<file path="config.mk">
export PLATFORM = sky130hd
export DESIGN_NAME = bcd_calendar
export DESIGN_NICKNAME = d
export VERILOG_FILES = /design/src/rtl/cal_pkg.sv /design/src/rtl/cal_presc.sv /design/src/rtl/cal_core.sv /design/src/rtl/cal_sync.sv /design/src/rtl/bcd_calendar.sv
export SDC_FILE = /design/constraint.sdc
export NUM_CORES = 1
export LEC_CHECK = 0
export ABC_CLOCK_PERIOD_IN_PS = 2700
export BUFFER_PORTS_ARGS = -buffer_cell sky130_fd_sc_hd__buf_4
export CAP_MARGIN = 20
export CORE_MARGIN = 8
export CORE_UTILIZATION = 52
export DETAILED_ROUTE_END_ITERATION = 8
export GPL_ROUTABILITY_DRIVEN = 0
export GPL_TIMING_DRIVEN = 0
export MAX_ROUTING_LAYER = met4
export PLACE_DENSITY = 0.77
export SYNTH_ARGS = -nofsm -noshare
export SYNTH_HDL_FRONTEND = slang
export SYNTH_SLANG_ARGS = --single-unit
</file>
<file path="constraint.sdc">
create_clock -name clk -period 2.7 [get_ports clk]
set_input_delay 0.54 -clock clk [delete_from_list [all_inputs] [get_ports clk]]
set_output_delay 0.54 -clock clk [all_outputs]
set_load 0.005 [all_outputs]
</file>
<file path="src/rtl/cal_pkg.sv">
package cal_pkg;

    localparam int PRESC_A_LSB = 16;

    typedef struct packed {
        logic [5:0] hr;
        logic [6:0] min;
        logic [6:0] sec;
    } cal_time_t;

    typedef struct packed {
        logic [7:0] yr;
        logic [2:0] wd;
        logic [4:0] mon;
        logic [5:0] day;
    } cal_date_t;

    localparam cal_time_t TIME_RST = '0;
    localparam cal_date_t DATE_RST = '{yr: 8'h00, wd: 3'd1, mon: 5'h01, day: 6'h01};

    function automatic logic [31:0] time_word(cal_time_t t);
        return {10'd0, t.hr, 1'b0, t.min, 1'b0, t.sec};
    endfunction

    function automatic logic [31:0] date_word(cal_date_t d);
        return {8'd0, d.yr, d.wd, d.mon, 2'b00, d.day};
    endfunction

    function automatic cal_time_t time_field(logic [31:0] w);
        cal_time_t t;
        t.hr  = w[21:16];
        t.min = w[14:8];
        t.sec = w[6:0];
        return t;
    endfunction

    function automatic cal_date_t date_field(logic [31:0] w);
        cal_date_t d;
        d.yr  = w[23:16];
        d.wd  = w[15:13];
        d.mon = w[12:8];
        d.day = w[5:0];
        return d;
    endfunction

    // both digits decimal and value not above hi (BCD orders like binary)
    function automatic logic bcd_le(logic [7:0] v, logic [7:0] hi);
        return (v[3:0] <= 4'd9) && (v[7:4] <= 4'd9) && (v <= hi);
    endfunction

    function automatic logic [7:0] bcd_inc(logic [7:0] v);
        if (v[3:0] == 4'd9) return {v[7:4] + 4'd1, 4'd0};
        return {v[7:4], v[3:0] + 4'd1};
    endfunction

    // divisible by 4: even tens with units 0/4/8, odd tens with units 2/6
    function automatic logic is_leap(logic [7:0] yr);
        if (yr[4] == 1'b0) return (yr[3:0] == 4'd0) || (yr[3:0] == 4'd4) || (yr[3:0] == 4'd8);
        return (yr[3:0] == 4'd2) || (yr[3:0] == 4'd6);
    endfunction

    function automatic logic [7:0] month_last(logic [4:0] mon, logic [7:0] yr);
        case (mon)
            5'h02:                     return is_leap(yr) ? 8'h29 : 8'h28;
            5'h04, 5'h06, 5'h09, 5'h11: return 8'h30;
            default:                   return 8'h31;
        endcase
    endfunction

    function automatic logic time_ok(cal_time_t t);
        return bcd_le({1'b0, t.sec}, 8'h59) && bcd_le({1'b0, t.min}, 8'h59)
            && bcd_le({2'b0, t.hr}, 8'h23);
    endfunction

    function automatic logic date_ok(cal_date_t d);
        return bcd_le(d.yr, 8'h99) && (d.mon != 5'h0) && bcd_le({3'b0, d.mon}, 8'h12)
            && (d.day != 6'h0) && bcd_le({2'b0, d.day}, month_last(d.mon, d.yr))
            && (d.wd != 3'd0);
    endfunction

endpackage

</file>
<file path="src/rtl/cal_presc.sv">
module cal_presc
    import cal_pkg::*;
#(
    parameter int AW    = 7,
    parameter int SW    = 15,
    parameter int A_RST = 127,
    parameter int S_RST = 255
) (
    input  logic        clk,
    input  logic        rst_n,
    input  logic        rtc_en,
    input  logic        halted,
    input  logic        wr_en,
    input  logic [31:0] wr_data,
    output logic [31:0] presc_o,
    output logic        tick_o
);
    typedef struct packed {
        logic [AW-1:0] a_div;
        logic [SW-1:0] s_div;
        logic [AW-1:0] a_cnt;
        logic [SW-1:0] s_cnt;
    } ps_t;

    ps_t p_d, p_q;

    always_comb begin
        p_d    = p_q;
        tick_o = 1'b0;
        if (wr_en) begin
            p_d.s_div = wr_data[SW-1:0];
            p_d.a_div = wr_data[PRESC_A_LSB +: AW];
        end
        if (halted) begin
            p_d.a_cnt = p_d.a_div;
            p_d.s_cnt = p_d.s_div;
        end else if (rtc_en) begin
            if (p_q.a_cnt == '0) begin
                p_d.a_cnt = p_q.a_div;
                if (p_q.s_cnt == '0) begin
                    p_d.s_cnt = p_q.s_div;
                    tick_o    = 1'b1;
                end else begin
                    p_d.s_cnt = p_q.s_cnt - 1'b1;
                end
            end else begin
                p_d.a_cnt = p_q.a_cnt - 1'b1;
            end
        end
        presc_o = '0;
        presc_o[SW-1:0]            = p_q.s_div;
        presc_o[PRESC_A_LSB +: AW] = p_q.a_div;
    end

    always_ff @(posedge clk or negedge rst_n) begin
        if (!rst_n) begin
            p_q.a_div <= AW'(A_RST);
            p_q.s_div <= SW'(S_RST);
            p_q.a_cnt <= AW'(A_RST);
            p_q.s_cnt <= SW'(S_RST);
        end else begin
            p_q <= p_d;
        end
    end

    // running counters never exceed their reload values
    a_r4_count_bound: assert property (@(posedge clk) disable iff (!rst_n)
        !halted |-> (p_q.a_cnt <= p_q.a_div) && (p_q.s_cnt <= p_q.s_div));

endmodule

</file>
<file path="src/rtl/cal_core.sv">
module cal_core
    import cal_pkg::*;
(
    input  logic        clk,
    input  logic        rst_n,
    input  logic        tick,
    input  logic        wr_time,
    input  logic        wr_date,
    input  logic [31:0] wr_data,
    output cal_time_t   time_o,
    output cal_date_t   date_o
);
    typedef struct packed {
        cal_time_t t;
        cal_date_t d;
    } core_t;

    core_t s_d, s_q;
    logic [7:0] inc_sec, inc_min, inc_hr, inc_day, inc_mon, inc_yr, day_last;
    cal_time_t  w_time;
    cal_date_t  w_date;

    assign inc_sec  = bcd_inc({1'b0, s_q.t.sec});
    assign inc_min  = bcd_inc({1'b0, s_q.t.min});
    assign inc_hr   = bcd_inc({2'b0, s_q.t.hr});
    assign inc_day  = bcd_inc({2'b0, s_q.d.day});
    assign inc_mon  = bcd_inc({3'b0, s_q.d.mon});
    assign inc_yr   = bcd_inc(s_q.d.yr);
    assign day_last = month_last(s_q.d.mon, s_q.d.yr);
    assign w_time   = time_field(wr_data);
    assign w_date   = date_field(wr_data);

    always_comb begin
        s_d = s_q;
        if (tick) begin
            if (s_q.t.sec != 7'h59) begin
                s_d.t.sec = inc_sec[6:0];
            end else begin
                s_d.t.sec = '0;
                if (s_q.t.min != 7'h59) begin
                    s_d.t.min = inc_min[6:0];
                end else begin
                    s_d.t.min = '0;
                    if (s_q.t.hr != 6'h23) begin
                        s_d.t.hr = inc_hr[5:0];
                    end else begin
                        s_d.t.hr = '0;
                        s_d.d.wd = (s_q.d.wd == 3'd7) ? 3'd1 : s_q.d.wd + 3'd1;
                        if ({2'b0, s_q.d.day} != day_last) begin
                            s_d.d.day = inc_day[5:0];
                        end else begin
                            s_d.d.day = 6'h01;
                            if (s_q.d.mon != 5'h12) begin
                                s_d.d.mon = inc_mon[4:0];
                            end else begin
                                s_d.d.mon = 5'h01;
                                s_d.d.yr  = (s_q.d.yr == 8'h99) ? 8'h00 : inc_yr;
                            end
                        end
                    end
                end
            end
        end
        if (wr_time && time_ok(w_time)) s_d.t = w_time;
        if (wr_date && date_ok(w_date)) s_d.d = w_date;
    end

    always_ff @(posedge clk or negedge rst_n) begin
        if (!rst_n) begin
            s_q.t <= TIME_RST;
            s_q.d <= DATE_RST;
        end else begin
            s_q <= s_d;
        end
    end

    assign time_o = s_q.t;
    assign date_o = s_q.d;

    // every stored digit stays decimal
    a_r9_digits_valid: assert property (@(posedge clk) disable iff (!rst_n)
        bcd_le({1'b0, s_q.t.sec}, 8'h59) && bcd_le({1'b0, s_q.t.min}, 8'h59)
        && bcd_le(s_q.d.yr, 8'h99) && bcd_le({3'b0, s_q.d.mon}, 8'h12));
    // 24-hour range
    a_r5_hour_range: assert property (@(posedge clk) disable iff (!rst_n)
        bcd_le({2'b0, s_q.t.hr}, 8'h23));
    // weekday stays 1..7
    a_r6_wday_range: assert property (@(posedge clk) disable iff (!rst_n)
        (s_q.d.wd != 3'd0));
    // day never beyond the month's length
    a_r7_day_bound: assert property (@(posedge clk) disable iff (!rst_n)
        (s_q.d.day != 6'h0) && ({2'b0, s_q.d.day} <= day_last));
    // counters hold without a tick or a write
    a_r4_hold_idle: assert property (@(posedge clk) disable iff (!rst_n)
        (!tick && !wr_time && !wr_date) |=> $stable(s_q));

endmodule

</file>
<file path="src/rtl/cal_sync.sv">
module cal_sync
    import cal_pkg::*;
#(
    parameter int SYNC_EDGES = 2
) (
    input  logic        clk,
    input  logic        rst_n,
    input  logic        rtc_en,
    input  logic        halted,
    input  logic        clr,
    input  logic [31:0] live_time,
    input  logic [31:0] live_date,
    output logic [31:0] time_o,
    output logic [31:0] date_o,
    output logic        sync_ok
);
    localparam int CW = $clog2(SYNC_EDGES + 1);

    typedef struct packed {
        logic [31:0]   sh_time;
        logic [31:0]   sh_date;
        logic [CW-1:0] cnt;
        logic          ok;
    } sy_t;

    sy_t y_d, y_q;

    always_comb begin
        y_d = y_q;
        if (clr || halted) begin
            y_d.ok  = 1'b0;
            y_d.cnt = '0;
        end else if (rtc_en) begin
            y_d.sh_time = live_time;
            y_d.sh_date = live_date;
            if (!y_q.ok) begin
                if (y_q.cnt == CW'(SYNC_EDGES - 1)) begin
                    y_d.ok  = 1'b1;
                    y_d.cnt = '0;
                end else begin
                    y_d.cnt = y_q.cnt + 1'b1;
                end
            end
        end
    end

    always_ff @(posedge clk or negedge rst_n) begin
        if (!rst_n) begin
            y_q.sh_time <= time_word(TIME_RST);
            y_q.sh_date <= date_word(DATE_RST);
            y_q.cnt     <= '0;
            y_q.ok      <= 1'b0;
        end else begin
            y_q <= y_d;
        end
    end

    assign time_o  = y_q.sh_time;
    assign date_o  = y_q.sh_date;
    assign sync_ok = y_q.ok;

    // flag drops after a clear or while halted
    a_r10_flag_clear: assert property (@(posedge clk) disable iff (!rst_n)
        (clr || halted) |=> !sync_ok);
    // shadows move only on RTC pulses
    a_r10_shadow_hold: assert property (@(posedge clk) disable iff (!rst_n)
        !rtc_en |=> ($stable(time_o) && $stable(date_o)));

endmodule

</file>
<file path="src/rtl/bcd_calendar.sv">
module bcd_calendar
    import cal_pkg::*;
#(
    parameter int ASYNC_W    = 7,
    parameter int SYNC_W     = 15,
    parameter int ASYNC_RST  = 127,
    parameter int SYNC_RST   = 255,
    parameter int SYNC_EDGES = 2
) (
    input  logic        clk,
    input  logic        rst_n,
    input  logic        rtc_en,
    input  logic        init_req,
    output logic        init_ack,
    input  logic        wr_en,
    input  logic [1:0]  wr_sel,
    input  logic [31:0] wr_data,
    input  logic        sync_clr,
    output logic [31:0] time_o,
    output logic [31:0] date_o,
    output logic [31:0] presc_o,
    output logic        sync_ok
);
    logic      ack_d, ack_q;
    logic      wr_acc, wr_time, wr_date, wr_presc, tick;
    cal_time_t live_t;
    cal_date_t live_d;

    always_comb begin
        ack_d = rtc_en ? init_req : ack_q;
    end

    always_ff @(posedge clk or negedge rst_n) begin
        if (!rst_n) ack_q <= 1'b0;
        else        ack_q <= ack_d;
    end

    assign init_ack = ack_q;
    assign wr_acc   = wr_en && ack_q;
    assign wr_time  = wr_acc && (wr_sel == 2'd0);
    assign wr_date  = wr_acc && (wr_sel == 2'd1);
    assign wr_presc = wr_acc && (wr_sel == 2'd2);

    cal_presc #(
        .AW(ASYNC_W), .SW(SYNC_W), .A_RST(ASYNC_RST), .S_RST(SYNC_RST)
    ) u_presc (
        .clk(clk), .rst_n(rst_n), .rtc_en(rtc_en), .halted(ack_q),
        .wr_en(wr_presc), .wr_data(wr_data), .presc_o(presc_o), .tick_o(tick)
    );

    cal_core u_core (
        .clk(clk), .rst_n(rst_n), .tick(tick), .wr_time(wr_time),
        .wr_date(wr_date), .wr_data(wr_data), .time_o(live_t), .date_o(live_d)
    );

    cal_sync #(.SYNC_EDGES(SYNC_EDGES)) u_sync (
        .clk(clk), .rst_n(rst_n), .rtc_en(rtc_en), .halted(ack_q),
        .clr(sync_clr || wr_acc), .live_time(time_word(live_t)),
        .live_date(date_word(live_d)), .time_o(time_o), .date_o(date_o),
        .sync_ok(sync_ok)
    );

    // handshake moves only on RTC pulses
    a_r3_ack_on_rtc: assert property (@(posedge clk) disable iff (!rst_n)
        !rtc_en |=> $stable(init_ack));
    // divider word frozen while running
    a_r3_presc_frozen: assert property (@(posedge clk) disable iff (!rst_n)
        !init_ack |=> $stable(presc_o));

endmodule

</file>
==> results of run 1 <==
==> kinds of logic after synthesis <==
logic type,count (synthesis),synth area share
AO/OA/AOI/OAI,172,0.138
XOR/XNOR,17,0.0185
adder cells (fa/ha/maj),15,0.0233
buffers and inverters,168,0.124
flip-flops,132,0.416
multiplexers,72,0.0994
other,1,0.000465
AND/OR/NAND/NOR,277,0.181
==> sequential cells by signal, summed over array words and instances, names as in the netlist <==
signal           cells
u_sync.time_o       20
init_ack             1
u_core.date_o       22
u_core.time_o       20
u_presc.presc_o     22
u_presc.p_q         22
u_sync.y_q           2
u_sync.sync_ok       1
u_sync.date_o       22
==> worst max-delay path: cells and delay by family (launching register included) <==
kind	cells	cell delay (ns)
AOI/OAI and AO/OA	1	0.18
DFF	1	0.37
and+or+nand+nor	6	2.14
==> worst paths after layout <==
check                                 start                 to  slack [ns]
max reg2reg                 u_presc.p_q[19]  u_core.date_o[21]       -0.08
max                         u_presc.p_q[19]  u_core.date_o[21]       -0.08
max in group asynchronous             rst_n   u_core.date_o[0]        1.85
min                                   rst_n    u_presc.p_q[12]        0.06
min reg2reg                u_sync.date_o[1]   u_sync.date_o[1]        0.50
min in group clk                   sync_clr      u_sync.y_q[1]        0.27
==> routing by layer <==
layer | wire length [um] | up-vias | GRT usage
li1 | - | 3283 | -
met1 | 9840 | 3389 | 0.298
met2 | 10100 | 342 | 0.331
met3 | 1690 | 54 | 0.0493
met4 | 672 | 0 | 0.108
met5 | 0 | - | -
==> cell type report <==
cell class / instances / area [um2] / area share
plain buffers: 138 / 913 / 0.0885
repair buffers: 131 / 1020 / 0.0987
multi-input cells: 585 / 4080 / 0.395
clock inverters: 15 / 189 / 0.0183
clock buffers: 17 / 425 / 0.0412
inverters: 27 / 105 / 0.0102
flip-flops and latches: 132 / 3350 / 0.325
well taps: 188 / 235 / 0.0228
==> cell usage after synthesis, types with 10 or more instances <==
library cell / n
sky130_fd_sc_hd__buf_4: 97
sky130_fd_sc_hd__inv_1: 26
sky130_fd_sc_hd__ha_1: 15
sky130_fd_sc_hd__clkbuf_1: 41
sky130_fd_sc_hd__o221ai_1: 11
sky130_fd_sc_hd__nor3b_1: 11
sky130_fd_sc_hd__nand3b_1: 11
sky130_fd_sc_hd__xnor2_1: 11
sky130_fd_sc_hd__nor3_1: 16
sky130_fd_sc_hd__dfrtp_1: 96
sky130_fd_sc_hd__nand2_1: 102
sky130_fd_sc_hd__a31oi_1: 11
sky130_fd_sc_hd__mux2_2: 64
sky130_fd_sc_hd__o21ai_0: 68
sky130_fd_sc_hd__dfstp_2: 36
sky130_fd_sc_hd__nor2b_1: 11
sky130_fd_sc_hd__nand3_1: 21
sky130_fd_sc_hd__nor4_1: 10
sky130_fd_sc_hd__a21oi_1: 21
sky130_fd_sc_hd__nor2_1: 42
==> per-stage QoR <==
stage	worst slack (ns)	util	hold slack, ns
after floorplan	-0.0758	-	0.244
final	-0.0835	0.681	0.0565
after global placement	-0.495	0.602	0.488
after detailed placement	-0.543	0.604	0.497
after global routing	-0.140	0.681	0.0982
after CTS	-0.147	0.659	0.0729
==> power by group <==
part	internal, uW	switching (uW)	leakage, uW	total [uW]
clock	1530	893	0.000294	2430
sequential	2500	425	0.00159	2930
combinational	1390	1240	0.00286	2630
total	5430	2560	0.00475	7990
==> cell usage in the layout (no fill, tap or decap), drive strengths merged, types with 5 or more instances in the layout <==
master | netlist | routed
a211oi | 7 | 7
a21o | 6 | 6
a21oi | 21 | 21
a31oi | 11 | 11
and2 | 5 | 5
buf | 100 | 230
clkbuf | 41 | 56
clkinv | 1 | 7
clkinvlp | 0 | 5
conb | 1 | 32
dfrtp | 96 | 96
dfstp | 36 | 36
ha | 15 | 15
inv | 26 | 26
mux2 | 64 | 64
mux2i | 8 | 8
nand2 | 102 | 102
nand2b | 5 | 5
nand3 | 21 | 21
nand3b | 11 | 11
nor2 | 42 | 42
nor2b | 11 | 11
nor3 | 16 | 16
nor3b | 11 | 11
nor4 | 11 | 11
o21ai | 68 | 68
o221ai | 11 | 11
o31ai | 7 | 7
or3 | 5 | 5
xnor2 | 11 | 11
xor2 | 6 | 6
==> repair_timing <==
action                                  in CTS  in global routing
buffers inserted                            13                 28
resized for setup                           35                 57
endpoints found under the setup margin      35                 72
pin swaps                                    9                 23
hold endpoints to repair                     0                  0
cloned                                       0                  0
==> impl_metrics.env, run 1 <==
export IMPL_final_area_mm2=0.0103
export IMPL_synth_async_reset_ratio=1.00
export IMPL_die_footprint_mm2=0.0197
export IMPL_clkSinkCount=132
export IMPL_cp_slowest_cell="sky130_fd_sc_hd__or4_4"
export IMPL_core_area_mm2=0.0151
export IMPL_timing_slew_headroom=0.582
export IMPL_sequential_cell_area_fraction_in_the_yosys_report=0.416
export IMPL_power_density_mw_per_mm2=774
export IMPL_cts_buffers=17
export IMPL_worstPathCellList="or4_4, or3_4, nor4_4, and4_1, and2_4, or3b_1, a31oi_1"
export IMPL_area_growth_pct=28.1
export IMPL_finalClockSkew_ns=0.0122
export IMPL_clock_tree_root_cell="sky130_fd_sc_hd__clkbuf_16"
export IMPL_dpl_cell_area_mm2=0.00915
export IMPL_grt_use_total=0.228
export IMPL_synth_largest_area_cell="sky130_fd_sc_hd__dfrtp_1"
export IMPL_die_height_um=140
export IMPL_ir_drop_uv=463
export IMPL_finalHoldViolations=0
export IMPL_worstSetupEndpointType="flip-flop"
export IMPL_critical_path_class="flip-flop to flip-flop"
export IMPL_cp_required_ns=3.03
export IMPL_crit_path_max_fanout=4
export IMPL_clk_insertion_delay_late_ns=0.43
export IMPL_worst_slew_pin_transition_ns=0.627
export IMPL_synth_seq_cells=132
export IMPL_final_period_utilization=1.03
export IMPL_routed_wirelength_um=22300
export IMPL_static_leakage_power_uw=0.00475
export IMPL_max_frequency_ghz=0.359
export IMPL_yosys_top_cells_area="sky130_fd_sc_hd__dfrtp_1, sky130_fd_sc_hd__dfstp_2, sky130_fd_sc_hd__buf_4, sky130_fd_sc_hd__mux2_2, sky130_fd_sc_hd__nand2_1"
export IMPL_drt_first_iter_violations=610
export IMPL_mapped_area_mm2=0.00806
export IMPL_crit_path_time_final_ns=2.78
export IMPL_drtAntennaViolNets=0
export IMPL_boundaryPins=138
export IMPL_starting_utilization_of_the_core_area=0.532
export IMPL_status="finished with violations"
export IMPL_yosys_most_used_dff="sky130_fd_sc_hd__dfrtp_1"
export IMPL_global_route_overflow_total=0
export IMPL_synth_cells=854
export IMPL_drc_viols=0
export IMPL_cp_slowest_stage_delay_ns=0.55
export IMPL_drive_gt1_frac=0.406
export IMPL_timing_final_setup_violations=5
export IMPL_netlist_area_leader_share=0.298
export IMPL_synth_edff_count=0
export IMPL_rr_worst_depth=7
export IMPL_grt_setup_unrepaired="true"
export IMPL_routedWlPerCell_um=18.1
export IMPL_antenna_diode_count=0
export IMPL_num_rows=45
export IMPL_place_detailed_hpwl_um=15500
export IMPL_failed_checks="negative setup slack"
export IMPL_clkSlewWorstSetupHoldPaths_ns=0.06
export IMPL_grt_antenna_before_repair=0
export IMPL_worst_ep_arrival_time_ns=3.12
export IMPL_setup_tns_ns=-0.195
export IMPL_grt_first_pass_wirelength_um=34800
export IMPL_final_setup_worst_slack_ns=-0.0835
export IMPL_unique_masters_post_synth=75
export IMPL_htreeDepth=4
export IMPL_post_place_cells=1166
export IMPL_max_cap_viol_count=0
export IMPL_clock_tree_buffer_depth=2
export IMPL_grt_max_degree=81
export IMPL_report_power_total_uw=7990
export IMPL_finalNonFillerCells=1233
export IMPL_drt_pass1_iter_count=5
export IMPL_cts_hold_buffers_added=0
export IMPL_slew_viol_final=0
export IMPL_cp_start_kind="flip-flop"
export IMPL_filler_cell_count=1194
export IMPL_mean_post_synth_cell_area_um2=9.43
export IMPL_synth_warnings=0
export IMPL_tritoncts="yes"
export IMPL_dr_total_vias=7068
export IMPL_die_w_um=140
export IMPL_num_nets_final=1087
export IMPL_io_buffers=92
export IMPL_via_count_of_the_first_global_routing_pass=6566
export IMPL_holdCritPathClass="input port to async pin"
export IMPL_post_drt_via_cell_ratio=5.73
Power figures use the tool's default switching activity.
==> inputs of run 2 (changes only) <==
Settings changed: ABC_CLOCK_PERIOD_IN_PS 2700 to 2770, CORE_UTILIZATION 52 to 57, PLACE_DENSITY 0.77 to 0.8.
Clock period 2.7 ns to 2.77 ns, I/O delays scaled along.
==> impl_metrics.env, run 2 (same netlist as run 1, synthesis figures left out) <==
export IMPL_status="complete, no violations"
export IMPL_critPathBufInv=4
export IMPL_place_detailed_hpwl_um=15200
export IMPL_io_buffers=92
export IMPL_r2r_slack_ns=0.008
export IMPL_die_height_um=135
export IMPL_routedWlPerCell_um=18.6
export IMPL_rr_worst_depth=11
export IMPL_power_density_mw_per_mm2=779
export IMPL_num_rows=43
export IMPL_finish_utilization=0.736
export IMPL_global_route_overflow_total=0
export IMPL_drt_first_iter_violations=688
export IMPL_post_drt_via_cell_ratio=5.89
export IMPL_worst_path_dominant_cell_family="simple AND/OR/NAND/NOR gates"
export IMPL_static_leakage_power_uw=0.00466
export IMPL_cp_slowest_stage_delay_ns=0.55
export IMPL_drc_viols=0
export IMPL_max_frequency_ghz=0.362
export IMPL_worst_slew_pin_transition_ns=0.561
export IMPL_most_common_layout_cells="sky130_fd_sc_hd__buf_4, sky130_fd_sc_hd__nand2_1, sky130_fd_sc_hd__dfrtp_1"
export IMPL_worst_ep_arrival_time_ns=3.07
export IMPL_tritoncts="yes"
export IMPL_wl_met1_um=9180
export IMPL_rr_endpoint="u_core.date_o[20]"
export IMPL_holdCritPathClass="input port to async pin"
export IMPL_dr_total_vias=7135
export IMPL_critical_path_class="flip-flop to flip-flop"
export IMPL_antenna_diode_count=0
export IMPL_slew_viol_final=0
export IMPL_clkSinkCount=132
export IMPL_timing_rr_start="u_presc.p_q[19]"
export IMPL_clk_insertion_delay_late_ns=0.43
export IMPL_finalClockSkew_ns=0.00573
export IMPL_grt_antenna_before_repair=0
export IMPL_drt_pass1_iter_count=5
export IMPL_top_layer_used="met4"
export IMPL_boundaryPins=138
export IMPL_met2RoutedLength_um=10600
export IMPL_num_nets_final=1073
export IMPL_die_w_um=135
export IMPL_max_cap_viol_count=0
export IMPL_cp_start_kind="flip-flop"
export IMPL_grt_max_degree=99
export IMPL_worstPathCellList="or4_4, or3_4, buf_8, nor4_4, buf_4, and4_1, buf_4, buf_4, a31oi_1, a311oi_1, a21oi_1"
export IMPL_clock_tree_buffer_depth=2
export IMPL_crit_top_cell="sky130_fd_sc_hd__buf_4"
export IMPL_clock_tree_root_cell="sky130_fd_sc_hd__clkbuf_16"
export IMPL_cts_hold_buffers_added=0
export IMPL_cp_required_ns=3.08
export IMPL_final_common_cell="sky130_fd_sc_hd__buf_4"
export IMPL_routed_wirelength_um=22500
export IMPL_grt_setup_unrepaired="true"
export IMPL_ir_drop_uv=405
export IMPL_area_growth_pct=26.3
export IMPL_core_area_mm2=0.0138
export IMPL_final_period_utilization=0.997
export IMPL_crit_path_max_fanout=4
export IMPL_die_footprint_mm2=0.0182
export IMPL_timing_final_setup_violations=0
export IMPL_clkSlewWorstSetupHoldPaths_ns=0.06
export IMPL_detailed_route_wirelength_on_metal3_um=2060
export IMPL_drtAntennaViolNets=0
export IMPL_finalHoldViolations=0
export IMPL_cp_slowest_cell="sky130_fd_sc_hd__or4_4"
export IMPL_timing_slew_headroom=0.626
export IMPL_setup_tns_ns=0
export IMPL_crit_path_time_final_ns=2.76
export IMPL_worstSetupEndpointType="flip-flop"
export IMPL_htreeDepth=4
export IMPL_grt_first_pass_wirelength_um=36500
export IMPL_drive_gt1_frac=0.380
export IMPL_starting_utilization_of_the_core_area=0.583
export IMPL_grt_use_total=0.257
export IMPL_cts_buffers=17
export IMPL_via_count_of_the_first_global_routing_pass=7008
==> run 2: layer usage <==
| layer | GRT usage | up-vias |
|---|---|---|
| li1 | - | 3241 |
| met1 | 0.318 | 3423 |
| met2 | 0.390 | 408 |
| met3 | 0.0691 | 63 |
| met4 | 0.109 | 0 |
| met5 | - | - |
==> run 2: final cells by class <==
type                    count  area [um2]
flip-flops and latches    132        3350
fillers                  1000        3650
inverters                  27         105
multi-input cells         585        4000
clock buffers              18         439
clock inverters            14         233
repair buffers            116         898
plain buffers             139         926
well taps                 180         225
==> run 2: what timing repair did <==
| action | in CTS | in global routing |
|---|---|---|
| setup buffers | 11 | 12 |
| setup endpoints to repair | 26 | 29 |
| resized for setup | 27 | 41 |
| pin swaps | 8 | 18 |
==> run 2: power by group <==
| part | internal (uW) | leakage (uW) | switching, uW |
|---|---|---|---|
| combinational | 1300 | 0.00274 | 1200 |
| clock | 1700 | 0.000326 | 865 |
| sequential | 2440 | 0.00159 | 420 |
| total | 5450 | 0.00466 | 2480 |
==> run 2: worst max-delay path by stage <==
| stage | end | depth (start not counted) | from |
|---|---|---|---|
| floorplan | u_core.date_o[21] | 9 | u_presc.p_q[18] |
| detailed placement | u_core.date_o[16] | 10 | wr_data[12] |
| global placement | u_core.date_o[13] | 11 | wr_data[12] |
| CTS | u_core.date_o[21] | 11 | u_presc.p_q[1] |
| global route | u_core.date_o[17] | 12 | wr_data[12] |
| finish | u_core.date_o[20] | 11 | u_presc.p_q[19] |
==> run 2: per-stage QoR <==
step | cell area, um2 | cells | setup slack (ns) | hold slack, ns | power, uW
detailed placement | 9120 | 1158 | -0.498 | 0.467 | 5110
CTS | 9990 | 1200 | -0.0858 | 0.0166 | 7810
global route | 10200 | 1211 | -0.143 | 0.0287 | 8350
global placement | 9090 | 1157 | -0.416 | 0.487 | 5030
finish | 10200 | 1211 | 0.00822 | 0.00807 | 7930
floorplan | 8170 | 885 | -0.0161 | 0.258 | 4290
